File: src/rtl/irpw_pkg.sv
package irpw_pkg;

    typedef enum logic [1:0] {
        REG_CTRL = 2'd0,
        REG_LEN  = 2'd1,
        REG_FLAG = 2'd2,
        REG_IEN  = 2'd3
    } reg_sel_e;

    localparam int NFLAG   = 3;
    localparam int FL_UF   = 0;
    localparam int FL_RISE = 1;
    localparam int FL_FALL = 2;

    typedef struct packed {
        logic txbit;
        logic rx_mode;
        logic enable;
    } ctrl_t;

    typedef struct packed {
        logic fall;
        logic rise;
        logic uf;
    } flag_t;

    function automatic logic tx_level(input ctrl_t c);
        return c.enable & ~c.rx_mode & c.txbit;
    endfunction

    function automatic logic rx_active(input ctrl_t c);
        return c.enable & c.rx_mode;
    endfunction

endpackage

File: src/rtl/irpw_regs.sv
module irpw_regs
    import irpw_pkg::*;
#(
    parameter int DW = 8
) (
    input  logic              clk,
    input  logic              rst,
    input  logic              we,
    input  reg_sel_e          sel,
    input  logic [DW-1:0]     wdata,
    input  flag_t             set_flags,
    output ctrl_t             ctrl,
    output flag_t             flags,
    output logic [NFLAG-1:0]  ien,
    output logic              irq
);

    logic [NFLAG-1:0] clr_vec;
    logic [NFLAG-1:0] set_vec;
    logic [NFLAG-1:0] flag_vec;

    assign set_vec = set_flags;
    assign clr_vec = (we && sel == REG_FLAG) ? wdata[NFLAG-1:0] : '0;

    always_ff @(posedge clk) begin
        if (rst) begin
            ctrl <= '0;
            ien  <= '0;
        end else if (we) begin
            if (sel == REG_CTRL) ctrl <= ctrl_t'(wdata[2:0]);
            if (sel == REG_IEN)  ien  <= wdata[NFLAG-1:0];
        end
    end

    for (genvar i = 0; i < NFLAG; i++) begin : g_flag
        always_ff @(posedge clk) begin
            if (rst)             flag_vec[i] <= 1'b0;
            else if (set_vec[i]) flag_vec[i] <= 1'b1;
            else if (clr_vec[i]) flag_vec[i] <= 1'b0;
        end
    end

    assign flags = flag_t'(flag_vec);
    assign irq   = |(flag_vec & ien);

endmodule

File: src/rtl/irpw_len_cnt.sv
module irpw_len_cnt #(
    parameter int DW = 8
) (
    input  logic          clk,
    input  logic          rst,
    input  logic          load,
    input  logic [DW-1:0] load_val,
    input  logic          tick,
    input  logic          enable,
    output logic [DW-1:0] count,
    output logic          running,
    output logic          underflow
);

    localparam logic [DW-1:0] ONE = DW'(1);

    logic step;
    assign step      = tick & enable & running & ~load;
    assign underflow = step & (count == ONE);

    always_ff @(posedge clk) begin
        if (rst) begin
            count   <= '0;
            running <= 1'b0;
        end else if (load) begin
            count   <= load_val;
            running <= (load_val != '0);
        end else if (step) begin
            count <= count - ONE;
            if (count == ONE) running <= 1'b0;
        end
    end

endmodule

File: src/rtl/irpw_edge_filt.sv
module irpw_edge_filt (
    input  logic clk,
    input  logic rst,
    input  logic active,
    input  logic tick,
    input  logic pin,
    output logic rise,
    output logic fall,
    output logic level
);

    logic sample;
    logic confirm;

    assign confirm = active & tick & (pin == sample) & (pin != level);
    assign rise    = confirm & pin;
    assign fall    = confirm & ~pin;

    always_ff @(posedge clk) begin
        if (rst) begin
            sample <= 1'b0;
            level  <= 1'b0;
        end else if (!active) begin
            sample <= pin;
            level  <= pin;
        end else if (tick) begin
            sample <= pin;
            if (confirm) level <= pin;
        end
    end

endmodule

File: src/rtl/irpw_xcvr.sv
module irpw_xcvr
    import irpw_pkg::*;
#(
    parameter int DW = 8
) (
    input  logic          clk,
    input  logic          rst,
    input  logic          tick,
    input  logic          bus_we,
    input  logic [1:0]    bus_addr,
    input  logic [DW-1:0] bus_wdata,
    output logic [DW-1:0] bus_rdata,
    input  logic          ir_in,
    output logic          ir_out,
    output logic          irq
);

    localparam int PADC = DW - 3;
    localparam int PADF = DW - NFLAG;

    reg_sel_e         sel;
    ctrl_t            ctrl;
    flag_t            flags;
    flag_t            set_flags;
    logic [NFLAG-1:0] ien;
    logic [DW-1:0]    cnt_q;
    logic             run_q;
    logic             uf_ev;
    logic             rise_ev;
    logic             fall_ev;
    logic             filt_level;

    assign sel = reg_sel_e'(bus_addr);

    irpw_regs #(.DW(DW)) u_regs (
        .clk       (clk),
        .rst       (rst),
        .we        (bus_we),
        .sel       (sel),
        .wdata     (bus_wdata),
        .set_flags (set_flags),
        .ctrl      (ctrl),
        .flags     (flags),
        .ien       (ien),
        .irq       (irq)
    );

    irpw_len_cnt #(.DW(DW)) u_cnt (
        .clk       (clk),
        .rst       (rst),
        .load      (bus_we && sel == REG_LEN),
        .load_val  (bus_wdata),
        .tick      (tick),
        .enable    (ctrl.enable),
        .count     (cnt_q),
        .running   (run_q),
        .underflow (uf_ev)
    );

    irpw_edge_filt u_filt (
        .clk    (clk),
        .rst    (rst),
        .active (rx_active(ctrl)),
        .tick   (tick),
        .pin    (ir_in),
        .rise   (rise_ev),
        .fall   (fall_ev),
        .level  (filt_level)
    );

    always_comb begin
        set_flags      = '0;
        set_flags.uf   = uf_ev;
        set_flags.rise = rise_ev;
        set_flags.fall = fall_ev;
    end

    always_comb begin
        case (sel)
            REG_CTRL: bus_rdata = {{PADC{1'b0}}, ctrl};
            REG_LEN:  bus_rdata = cnt_q;
            REG_FLAG: bus_rdata = {{PADF{1'b0}}, flags};
            default:  bus_rdata = {{PADF{1'b0}}, ien};
        endcase
    end

    assign ir_out = tx_level(ctrl);

endmodule

File: config.mk
export PLATFORM = sky130hd
export DESIGN_NAME = irpw_xcvr
export DESIGN_NICKNAME = d
export VERILOG_FILES = /design/src/rtl/irpw_pkg.sv /design/src/rtl/irpw_regs.sv /design/src/rtl/irpw_len_cnt.sv /design/src/rtl/irpw_edge_filt.sv /design/src/rtl/irpw_xcvr.sv
export SDC_FILE = /design/constraint.sdc
export NUM_CORES = 1
export LEC_CHECK = 0
export ABC_AREA = 1
export BUFFER_PORTS_ARGS = -buffer_cell sky130_fd_sc_hd__buf_2
export CAP_MARGIN = 20
export CORE_MARGIN = 2
export CORE_UTILIZATION = 59
export CTS_CLUSTER_DIAMETER = 200
export DETAILED_ROUTE_END_ITERATION = 10
export GPL_TIMING_DRIVEN = 0
export PLACE_DENSITY = 0.84
export SLEW_MARGIN = 25
export SYNTH_ARGS = -nofsm -noshare
export SYNTH_HDL_FRONTEND = slang
export SYNTH_HIERARCHICAL = 1
export SYNTH_SLANG_ARGS = --single-unit
File: constraint.sdc
create_clock -name clk -period 3.1 [get_ports clk]
set_clock_uncertainty 0.2 [all_clocks]
set_input_delay 0 -clock clk [delete_from_list [all_inputs] [get_ports clk]]
set_output_delay 0 -clock clk [all_outputs]
set_load 0.05 [all_outputs]
==> summary.txt <==
Setup path
  – CP Class: in2reg
  – RR Startpoint: u_regs/ctrl[0]
  – Setup crit end kind: register
  – Worst flop-to-flop path endpoint: u_regs/flags[0]
  – CP startpoint: bus_addr[1]
  – Worst reg2reg setup slack: 1.06 ns
  – Critical Path AT: 2.91 ns
  – Crit start category: input port
  – Maximum fanout along the worst path: 9
  – Crit path required time: 3.10 ns
  – FF-to-FF path depth: 7

CTS
  – # H-tree levels: 1
  – CTS tree: yes
  – Clk pin slew, worst setup/hold paths: 0.12 ns
  – Max Root-Sink Buffers: 2
  – CTS Buf Count: 3
  – Clk_lat worst skew: 0.31 ns
  – Post-CTS Resized: 0
  – CTS root buffer: clkbuf_4
  – Clock Sinks: 20

Placed design
  – Final HPWL DP: 2.19 mm
  – GP Congestion: 0.923
  – I/O Buffers: 24
  – Area after DPL: 1490 um^2

Logic synthesis
  – #FFs+latches synth: 20
  – Sequential share of the synthesized area: 29.9%
  – Synthesized netlist cell count: 209
  – Synth Area per Inst: 6.40 um^2
  – YS warnings: 6
  – Mapped cell area: 1340 um^2
  – Mapped Nets: 226
  – Synth unique cells: 28

Layout
  – Post-Layout Inst Area: 1750 um^2
  – Share of layout cells above drive strength 1: 19.7%
  – NumNets Final: 277
  – Synth-to-layout area growth: 30.8%
  – Most frequent cells in the layout: nand2_1 (41), inv_1 (41), buf_2 (24)
  – Diode count: 0
  – Filler Cells Inserted: 158

Die
  – Die area: 2660 um^2
  – Die X: 51.6 um
  – Num ports: 25
  – Initial Util: 61.6%
  – Core area: 2170 um^2
  – Rows: 17
  – Die H: 51.6 um

Power and ir drop
  – Peak VDD IR: 0.000261 V
  – Leakage power: 0.818 nW
  – Pwr/cell area: 323 nW/um^2

Detailed routing
  – First-pass DRT Iterations: 4
  – Drt wl/cell: 11.7 um
  – Drt drc: 0
  – 1st-iter DRT viols: 41
  – Antenna Nets Post-Route: 0
  – Via count: 1456
  – Vias per inst: 5.07
  – Total routed wirelength: 3.35 mm

Timing
  – Worst Tran Pin Value: 0.335 ns
  – Final setup fails: 0
  – Final Hold Vio Count: 0
  – Max_slew headroom: 77.5%
  – Hold Slack: 0.282 ns
  – Pins Over Slew Limit: 0
  – Achievable Freq: 344 MHz
  – Final min period: 2.91 ns
  – Ratio of final minimum period to clock period: 93.7%
  – RSZ-0062 raised after global routing: false
  – Setup TNS: 0 ns

Global route
  – Initial antenna violation count: 0
  – Global-route wire length before repair: 5.68 mm
  – GR Overflow Total: 0
  – Largest net degree at the start of global routing: 12
  – Vias in the first global route: 1317
  – GRT Total Usage: 28.5%

Hold path
  – Hold path depth: 2
  – Min-delay worst type: reg2reg
  – Hold worst-path end: u_regs/ien[0]
  – Hold wc startpoint: u_regs/ien[0]

Flow run
  – Max-cap violations: 0

Run status
  – Status: finished, final reports clean
-- Yosys cell counts --
cell type	count	area [um^2]
inv_1	41	154
nand2_1	41	154
nor2_1	23	86.3
nand3_1	22	110
dfxtp_1	20	400
a21oi_1	12	60.1
o21ai_0	11	55.1
nand4_1	6	37.5
nor2_2	4	25.0
a31oi_1	3	18.8
buf_6	3	33.8
inv_2	3	11.3
a21oi_2	2	17.5
ha_1	2	25.0
nor2_4	2	22.5
o22ai_1	2	12.5
buf_4	1	7.51
inv_4	1	6.26
inv_6	1	8.76
nand2_4	1	11.3
nand3_2	1	10.0
nor3_1	1	5.00
nor4_4	1	21.3
o211ai_2	1	12.5
o21ai_1	1	5.00
o21ai_2	1	8.76
or2_4	1	8.76
xor2_1	1	8.76
-- report_power, final --
group          total (W)  switching (W)  internal [W]
Combinational   0.000129      0.0000757     0.0000530
Sequential      0.000277      0.0000101      0.000267
Clock           0.000159      0.0000871     0.0000717
-- kinds of logic after synthesis --
logic type	synth area share, %
simple gates	36.8
flops	29.9
fa+ha+maj	1.87
xor+xnor	0.655
compound gates	14.2
buf+inv	16.6
-- repair_timing --
action	in CTS	in global routing
setup buffers	0	0
hold buffers	22	0
hold endpoints to repair	20	0
-- metrics by stage --
| step | total power, W | instances | setup WS [ns] | util [%] |
|---|---|---|---|---|
| 2_1_floorplan | 0.000358 | 209 | 1.76 | - |
| 3_3_place_gp | 0.000390 | 261 | 1.58 | 68.8 |
| 3_5_place_dp | 0.000391 | 261 | 1.56 | 68.8 |
| 4_1_cts | 0.000561 | 287 | 0.261 | 80.6 |
| 5_1_grt | 0.000589 | 287 | 0.113 | 80.6 |
| 6_report | 0.000565 | 287 | 0.195 | 80.6 |
-- registers in the layout, indices dropped and copies added (netlist names) --
name	count
u_filt/level	1
u_regs/flags	3
u_regs/ctrl	3
u_filt/sample	1
u_cnt/running	1
u_regs/ien	3
u_cnt/count	8
-- critical path: stages --
cell	delay (ns)
dlygate4sd3_1	0.55
buf_2	0.18
buf_6	0.15
inv_6	0.06
nand2_4	0.07
nor2_1	0.12
buf_6	0.17
inv_4	0.04
or2_4	0.24
nor4_4	0.11
dlygate4sd3_1	0.60
a21oi_2	0.05
dlygate4sd3_1	0.56
-- worst max path at each step --
| stage | depth (start not counted) | slack [ns] | end |
|---|---|---|---|
| global route | 13 | 0.11 | u_cnt/running |
| CTS | 13 | 0.26 | u_cnt/running |
| global placement | 10 | 1.58 | u_cnt/running |
| finish | 13 | 0.19 | u_cnt/running |
| floorplan | 6 | 1.76 | u_cnt/count[2] |
| detailed placement | 10 | 1.56 | u_cnt/running |
-- routing by layer --
layer | routed length (um) | global-route usage [%] | part of all wire [%]
met5 | 0 | 0 | 0
met1 | 1560 | 37.1 | 47
met3 | 135 | 2.59 | 4.0
met4 | 34 | 10.5 | 1.0
met2 | 1620 | 48.9 | 48
-- area by class of cell --
class	count	area [um^2]	share of cell area [%]
Inverter	46	180	10.3
Buffer	4	41.3	2.36
Tap cell	28	35.0	2.00
Sequential cell	20	400	22.9
Clock buffer	4	36.3	2.07
Multi-Input combinational cell	139	716	40.9
Timing Repair Buffer	46	340	19.5
No activity file was read; power rests on OpenSTA's default activity.
